===== src/rtl/sdn_pkg.sv =====
package sdn_pkg;

  // Sampling-rate selector codes
  typedef enum logic [1:0] {
    RATE_DIV2  = 2'd0,
    RATE_DIV4  = 2'd1,
    RATE_DIV8  = 2'd2,
    RATE_SLOW  = 2'd3
  } rate_e;

  localparam int unsigned RATE_CODES  = 4;
  localparam int unsigned HALF_STAGES = 3;

  // log2 of the sampling period for a rate code; the slowest code adds the
  // final divider stage on top of the halving stages
  function automatic int unsigned rate_log2(input int unsigned code,
                                            input int unsigned last_log2);
    if (code < HALF_STAGES) begin
      return code + 1;
    end
    return HALF_STAGES + last_log2;
  endfunction

endpackage


===== src/rtl/sdn_sync.sv =====
module sdn_sync #(
  parameter int unsigned STAGES  = 2,
  parameter logic        RST_VAL = 1'b1
) (
  input  logic clk_i,
  input  logic rst_ni,
  input  logic d_i,
  output logic q_o
);

  logic [STAGES-1:0] chain_q;
  logic [STAGES-1:0] chain_d;

  always_comb begin
    chain_d = {chain_q[STAGES-2:0], d_i};
  end

  always_ff @(posedge clk_i or negedge rst_ni) begin
    if (!rst_ni) begin
      chain_q <= {STAGES{RST_VAL}};
    end else begin
      chain_q <= chain_d;
    end
  end

  assign q_o = chain_q[STAGES-1];

endmodule


===== src/rtl/sdn_rate_gen.sv =====
module sdn_rate_gen
  import sdn_pkg::*;
#(
  parameter int unsigned LAST_LOG2 = 3
) (
  input  logic  clk_i,
  input  logic  rst_ni,
  input  logic  run_i,
  input  rate_e rate_i,
  output logic  strobe_o
);

  localparam int unsigned CNT_W = HALF_STAGES + LAST_LOG2;

  logic [CNT_W-1:0]      cnt_q;
  logic [CNT_W-1:0]      cnt_d;
  logic [RATE_CODES-1:0] tap;

  // free-running divider; it keeps counting while sampling is halted so the
  // sampling phase stays tied to reset release
  always_comb begin
    cnt_d = cnt_q + CNT_W'(1);
  end

  always_ff @(posedge clk_i or negedge rst_ni) begin
    if (!rst_ni) begin
      cnt_q <= '0;
    end else begin
      cnt_q <= cnt_d;
    end
  end

  // one tap per rate code: high in the last cycle of each period
  for (genvar k = 0; k < RATE_CODES; k++) begin : g_tap
    localparam int unsigned TAP_LOG2 = rate_log2(k, LAST_LOG2);
    localparam logic [CNT_W-1:0] TAP_MASK = CNT_W'((64'd1 << TAP_LOG2) - 64'd1);
    assign tap[k] = ((cnt_q & TAP_MASK) == TAP_MASK);
  end

  assign strobe_o = run_i & tap[rate_i];

endmodule


===== src/rtl/sdn_glitch_filter.sv =====
module sdn_glitch_filter #(
  parameter int unsigned AGREE = 2
) (
  input  logic clk_i,
  input  logic rst_ni,
  input  logic en_i,
  input  logic strobe_i,
  input  logic bypass_i,
  input  logic smp_i,
  output logic level_o,
  output logic change_o
);

  localparam int unsigned HIST_W = AGREE - 1;

  logic              lvl_q;
  logic              lvl_d;
  logic [HIST_W-1:0] hist_q;
  logic [HIST_W-1:0] hist_d;
  logic              agree;

  assign agree = (hist_q == {HIST_W{smp_i}});

  always_comb begin
    lvl_d  = lvl_q;
    hist_d = hist_q;
    if (!en_i) begin
      lvl_d  = 1'b1;
      hist_d = {HIST_W{1'b1}};
    end else if (bypass_i) begin
      lvl_d  = smp_i;
      hist_d = {HIST_W{smp_i}};
    end else if (strobe_i) begin
      hist_d = HIST_W'({hist_q, smp_i});
      if (agree) begin
        lvl_d = smp_i;
      end
    end
  end

  always_ff @(posedge clk_i or negedge rst_ni) begin
    if (!rst_ni) begin
      lvl_q  <= 1'b1;
      hist_q <= {HIST_W{1'b1}};
    end else begin
      lvl_q  <= lvl_d;
      hist_q <= hist_d;
    end
  end

  assign level_o  = lvl_q;
  assign change_o = en_i & (lvl_d != lvl_q);

endmodule


===== src/rtl/sdn_flag_irq.sv =====
module sdn_flag_irq (
  input  logic clk_i,
  input  logic rst_ni,
  input  logic en_i,
  input  logic irq_en_i,
  input  logic event_i,
  input  logic clr_i,
  input  logic wdt_i,
  input  logic osc_i,
  output logic flag_o,
  output logic nmi_o
);

  logic flag_q;
  logic flag_d;
  logic nmi_q;
  logic nmi_d;
  logic supply_req;

  // a request only on an event that finds the flag still clear
  assign supply_req = event_i & irq_en_i & ~flag_q;

  always_comb begin
    flag_d = flag_q;
    if (!en_i) begin
      flag_d = 1'b0;
    end else if (event_i) begin
      flag_d = 1'b1;
    end else if (clr_i) begin
      flag_d = 1'b0;
    end
    nmi_d = supply_req | wdt_i | osc_i;
  end

  always_ff @(posedge clk_i or negedge rst_ni) begin
    if (!rst_ni) begin
      flag_q <= 1'b0;
      nmi_q  <= 1'b0;
    end else begin
      flag_q <= flag_d;
      nmi_q  <= nmi_d;
    end
  end

  assign flag_o = flag_q;
  assign nmi_o  = nmi_q;

endmodule


===== src/rtl/supply_drop_nmi_ctrl.sv =====
module supply_drop_nmi_ctrl
  import sdn_pkg::*;
#(
  parameter int unsigned SYNC_STAGES   = 2,
  parameter int unsigned AGREE_SAMPLES = 2,
  parameter int unsigned LAST_DIV_LOG2 = 3
) (
  input  logic       clk_i,
  input  logic       rst_ni,
  input  logic       cmp_ok_i,
  input  logic       det_en_i,
  input  logic       irq_en_i,
  input  logic [1:0] rate_sel_i,
  input  logic       wait_mode_i,
  input  logic       wait_path_en_i,
  input  logic       flag_clr_i,
  input  logic       wdt_uflow_i,
  input  logic       osc_fail_i,
  output logic       det_level_o,
  output logic       det_flag_o,
  output logic       nmi_o
);

  rate_e rate_sel;
  logic  cmp_sync;
  logic  smp_run;
  logic  smp_strobe;
  logic  bypass;
  logic  level_change;

  assign rate_sel = rate_e'(rate_sel_i);
  assign bypass   = wait_mode_i & wait_path_en_i;
  assign smp_run  = ~(wait_mode_i & ~wait_path_en_i);

  sdn_sync #(
    .STAGES  (SYNC_STAGES),
    .RST_VAL (1'b1)
  ) u_sync (
    .clk_i  (clk_i),
    .rst_ni (rst_ni),
    .d_i    (cmp_ok_i),
    .q_o    (cmp_sync)
  );

  sdn_rate_gen #(
    .LAST_LOG2 (LAST_DIV_LOG2)
  ) u_rate (
    .clk_i    (clk_i),
    .rst_ni   (rst_ni),
    .run_i    (smp_run),
    .rate_i   (rate_sel),
    .strobe_o (smp_strobe)
  );

  sdn_glitch_filter #(
    .AGREE (AGREE_SAMPLES)
  ) u_filt (
    .clk_i    (clk_i),
    .rst_ni   (rst_ni),
    .en_i     (det_en_i),
    .strobe_i (smp_strobe),
    .bypass_i (bypass),
    .smp_i    (cmp_sync),
    .level_o  (det_level_o),
    .change_o (level_change)
  );

  sdn_flag_irq u_irq (
    .clk_i    (clk_i),
    .rst_ni   (rst_ni),
    .en_i     (det_en_i),
    .irq_en_i (irq_en_i),
    .event_i  (level_change),
    .clr_i    (flag_clr_i),
    .wdt_i    (wdt_uflow_i),
    .osc_i    (osc_fail_i),
    .flag_o   (det_flag_o),
    .nmi_o    (nmi_o)
  );

endmodule


===== config.mk =====
export PLATFORM = sky130hd
export DESIGN_NAME = supply_drop_nmi_ctrl
export DESIGN_NICKNAME = d
export VERILOG_FILES = /design/src/rtl/sdn_pkg.sv /design/src/rtl/sdn_sync.sv /design/src/rtl/sdn_rate_gen.sv /design/src/rtl/sdn_glitch_filter.sv /design/src/rtl/sdn_flag_irq.sv /design/src/rtl/supply_drop_nmi_ctrl.sv
export SDC_FILE = /design/constraint.sdc
export NUM_CORES = 1
export LEC_CHECK = 0
export BUFFER_PORTS_ARGS = -buffer_cell sky130_fd_sc_hd__buf_4
export CAP_MARGIN = 10
export CORE_UTILIZATION = 35
export DETAILED_ROUTE_END_ITERATION = 8
export GPL_ROUTABILITY_DRIVEN = 0
export PLACE_DENSITY_LB_ADDON = 0.3
export SLEW_MARGIN = 20
export SYNTH_ARGS = -nofsm -noshare
export SYNTH_HDL_FRONTEND = slang
export SYNTH_SLANG_ARGS = --single-unit
export TNS_END_PERCENT = 30

===== constraint.sdc =====
create_clock -name clk_i -period 1.44 [get_ports clk_i]
set_input_delay 0.216 -clock clk_i [delete_from_list [all_inputs] [get_ports clk_i]]
set_output_delay 0.216 -clock clk_i [all_outputs]
set_load 0.02 [all_outputs]

==> results_dict.tcl <==
set metrics [dict create \
    status "complete, but fails checks" \
    violations "negative setup slack" \
    syn2layout_area_growth_pct 36.5 \
    drive_above_1_share_pct 43.7 \
    die_area_um2 1830 \
    setup.worst_path.start "u_rate.cnt_q[1]$_DFF_PN0_" \
    die_w_um 42.8 \
    fin_worst_skew_ps 2.61 \
    drt-vias-per-instance 5.18 \
    path_class "reg -> reg" \
    cts_sinks 12 \
    grt_pass1_vias 450 \
    peakVddDrop_v 0.000426 \
    total_power_mw 0.722 \
    yosysTopAreaCell "dfrtp_1" \
    cpMaxStageDelayCell "dfrtp_1" \
    path_max_fanout 4 \
    yosysUniqueCellTypes 25 \
    pin_count 15 \
    coreArea_um2 1520 \
    holdCritStartpoint "cmp_ok_i" \
    finalSetupViolCount 4 \
    cap_violations 0 \
    routed_wl_mm 1.04 \
    htreeDepth 1 \
    ff2ff_setup_slack_ps -90 \
    path_clk_slew_ps 70 \
    fin_cells 87 \
    placed_area_um2 738 \
    syn_avg_cell_area_um2 11.7 \
    vias 451 \
    final_cell_mix "buf_4 (16), dfrtp_1 (8), nand3_1 (4), nor2_1 (4), dfstp_2 (4)" \
    crit_path_end_kind "flop" \
    numCtsBuffers 3 \
    diodes 0 \
    syn-cell-area_um2 583 \
    p_int_mw 0.561 \
    p_sw_mw 0.161 \
    dp.cells 82 \
    drv_slew 0 \
    cts_setup_buffers 0 \
    hold_viol 0 \
    chipHeight_um 42.8 \
    hold_path.class "in -> reg" \
    cp.arrival_ps 1720 \
    cp.required_ps 1630 \
    grt_usage_pct 13.6 \
    yosysSeqAreaShare_pct 52.4 \
    post-route-util_pct 52.2 \
    seq_power_share_pct 50.6 \
    ant_nets 0 \
    cts-root-buf "clkbuf_4" \
    clock_path_buffers 2 \
    fin_area_um2 796 \
    finalSetupTns_ps -222 \
    worstSkewPairLatency_ps 260 \
    worstSetupStartpointType "flop" \
    combPwrFrac_pct 13.6 \
    synth-seq-cells 12 \
    syn_nets 64 \
    netlist_top_cells_area "dfrtp_1 (34%), dfstp_2 (18%), xnor2_1 (4.5%)" \
    powerDensity_nw_per_um2 907 \
    synth_cells 50 \
    hold_ws_ps 51.0 \
    slew_headroom_pct 84.3 \
    clkPwrFrac_pct 35.8 \
    max_freq_mhz 654 \
    rows 14 \
    switching_share_pct 22.3 \
    path_delay_family "multiplexers" \
    tritoncts "yes" \
    min_period_ps 1530 \
    grt_remaining_overflow 0 \
    start_util_pct 38.3 \
    grt_setup_unrepaired "yes" \
    path_buf_inv 0 \
    fin_nets 86 \
    layout_commonest_cell "buf_4" \
    synth_top_area_share_pct 34.3 \
    antenna_found_initial 0 \
    worstReg2RegStart "u_rate.cnt_q[1]$_DFF_PN0_" \
    dp_slack_ps -86.7 \
    yosysWarnings 0 \
    max_slew.worst_pin.slew_ps 233 \
    hpwlAfterDp_um 837 \
    port_buffers 14 \
    power_leakage_nw 0.346 \
    worst_slack_ps -88.7 \
    drtIter0Drc 2 \
    drcViolationCount 0 \
    grt_max_degree 13 \
    wl_per_cell_um 12.0 \
    period_share_pct 106 \
    dr.pass1.iters 2 \
    path_cells "ha_2, mux2_4, a2bb2oi_2, a21boi_0, mux2i_1" \
    grt_pass1_wl_mm 1.86 \
    critPathMaxStageDelay_ps 390 \
]
-- cell type report --
cell class / instances / area, um^2
clock buffer: 4 / 36.3
fill: 147 / 728
timing repair buffer: 17 / 130
sequential: 12 / 305
inverter: 3 / 11.3
tap: 16 / 20.0
multi-input combinational: 35 / 293
-- cell families after synthesis --
| logic type | Yosys count | share of synthesized area, % |
|---|---|---|
| AO/OA/AOI/OAI | 11 | 17.0 |
| XOR/XNOR | 4 | 6.01 |
| adder cells (fa/ha/maj) | 2 | 4.29 |
| buffers and inverters | 3 | 1.93 |
| flip-flops | 12 | 52.4 |
| multiplexers | 2 | 4.29 |
| AND/OR/NAND/NOR | 16 | 14.2 |
-- synthesized netlist by cell type --
cell,number
a211oi_1,1
a21boi_0,1
a21boi_1,1
a21oi_1,1
a221oi_1,1
a22o_1,1
a2bb2oi_2,1
a31oi_1,1
and3_4,1
dfrtp_1,8
dfstp_2,4
ha_1,2
inv_1,3
mux2_4,1
mux2i_1,1
nand2_1,3
nand2b_1,1
nand3_1,4
nor2_1,4
nor2b_1,3
o221ai_1,1
o31ai_1,1
o41ai_2,1
xnor2_1,3
xor2_1,1
-- worst register-to-register path, cell delays in order (launching register included) --
cell       delay, ps
dfrtp_1          390
ha_2             210
mux2_4           260
a2bb2oi_2        160
a21boi_0         220
mux2i_1          220
-- flip-flops by register name, summed over array words and instances (netlist names) --
register,flops
u_filt.hist_q,1
u_filt.level_o,1
u_irq.flag_o,1
u_irq.nmi_o,1
u_rate.cnt_q,6
u_sync.chain_q,2
-- power by group through the flow --
stage	clock network (mW)	registers (mW)	logic, mW
2_1_floorplan	0	0.376	0.0388
3_3_place_gp	0	0.370	0.0952
3_5_place_dp	0	0.371	0.0955
4_1_cts	0.270	0.365	0.0983
5_1_grt	0.290	0.367	0.109
6_report	0.258	0.365	0.0985
-- repair_timing --
item	in CTS	in global routing
hold endpoints to repair	12	0
endpoints found under the setup margin	4	4
hold buffers	1	0
gates resized for setup	0	1
-- routing by layer --
| metal | track usage [%] | up-vias | wire length, um |
|---|---|---|---|
| li1 | - | 225 | - |
| met1 | 17.8 | 215 | 491 |
| met2 | 20.6 | 11 | 494 |
| met3 | 4.26 | 0 | 56 |
| met4 | 5.63 | 0 | 0 |
| met5 | 0 | - | 0 |
-- path summary, 6_finish.rpt --
| path | endpoint | cells past startpoint |
|---|---|---|
| worst max-delay path | u_filt.hist_q$_DFFE_PN1P_ | 5 |
| worst min-delay path | u_sync.chain_q[0]$_DFF_PN1_ | 1 |
| worst max register to register | u_filt.hist_q$_DFFE_PN1P_ | 5 |
| worst min register to register | u_sync.chain_q[1]$_DFF_PN1_ | 0 |
| max in group asynchronous | u_sync.chain_q[1]$_DFF_PN1_ | 2 |
| min in group asynchronous | u_rate.cnt_q[3]$_DFF_PN0_ | 2 |
(Power assumes the default switching activity.)
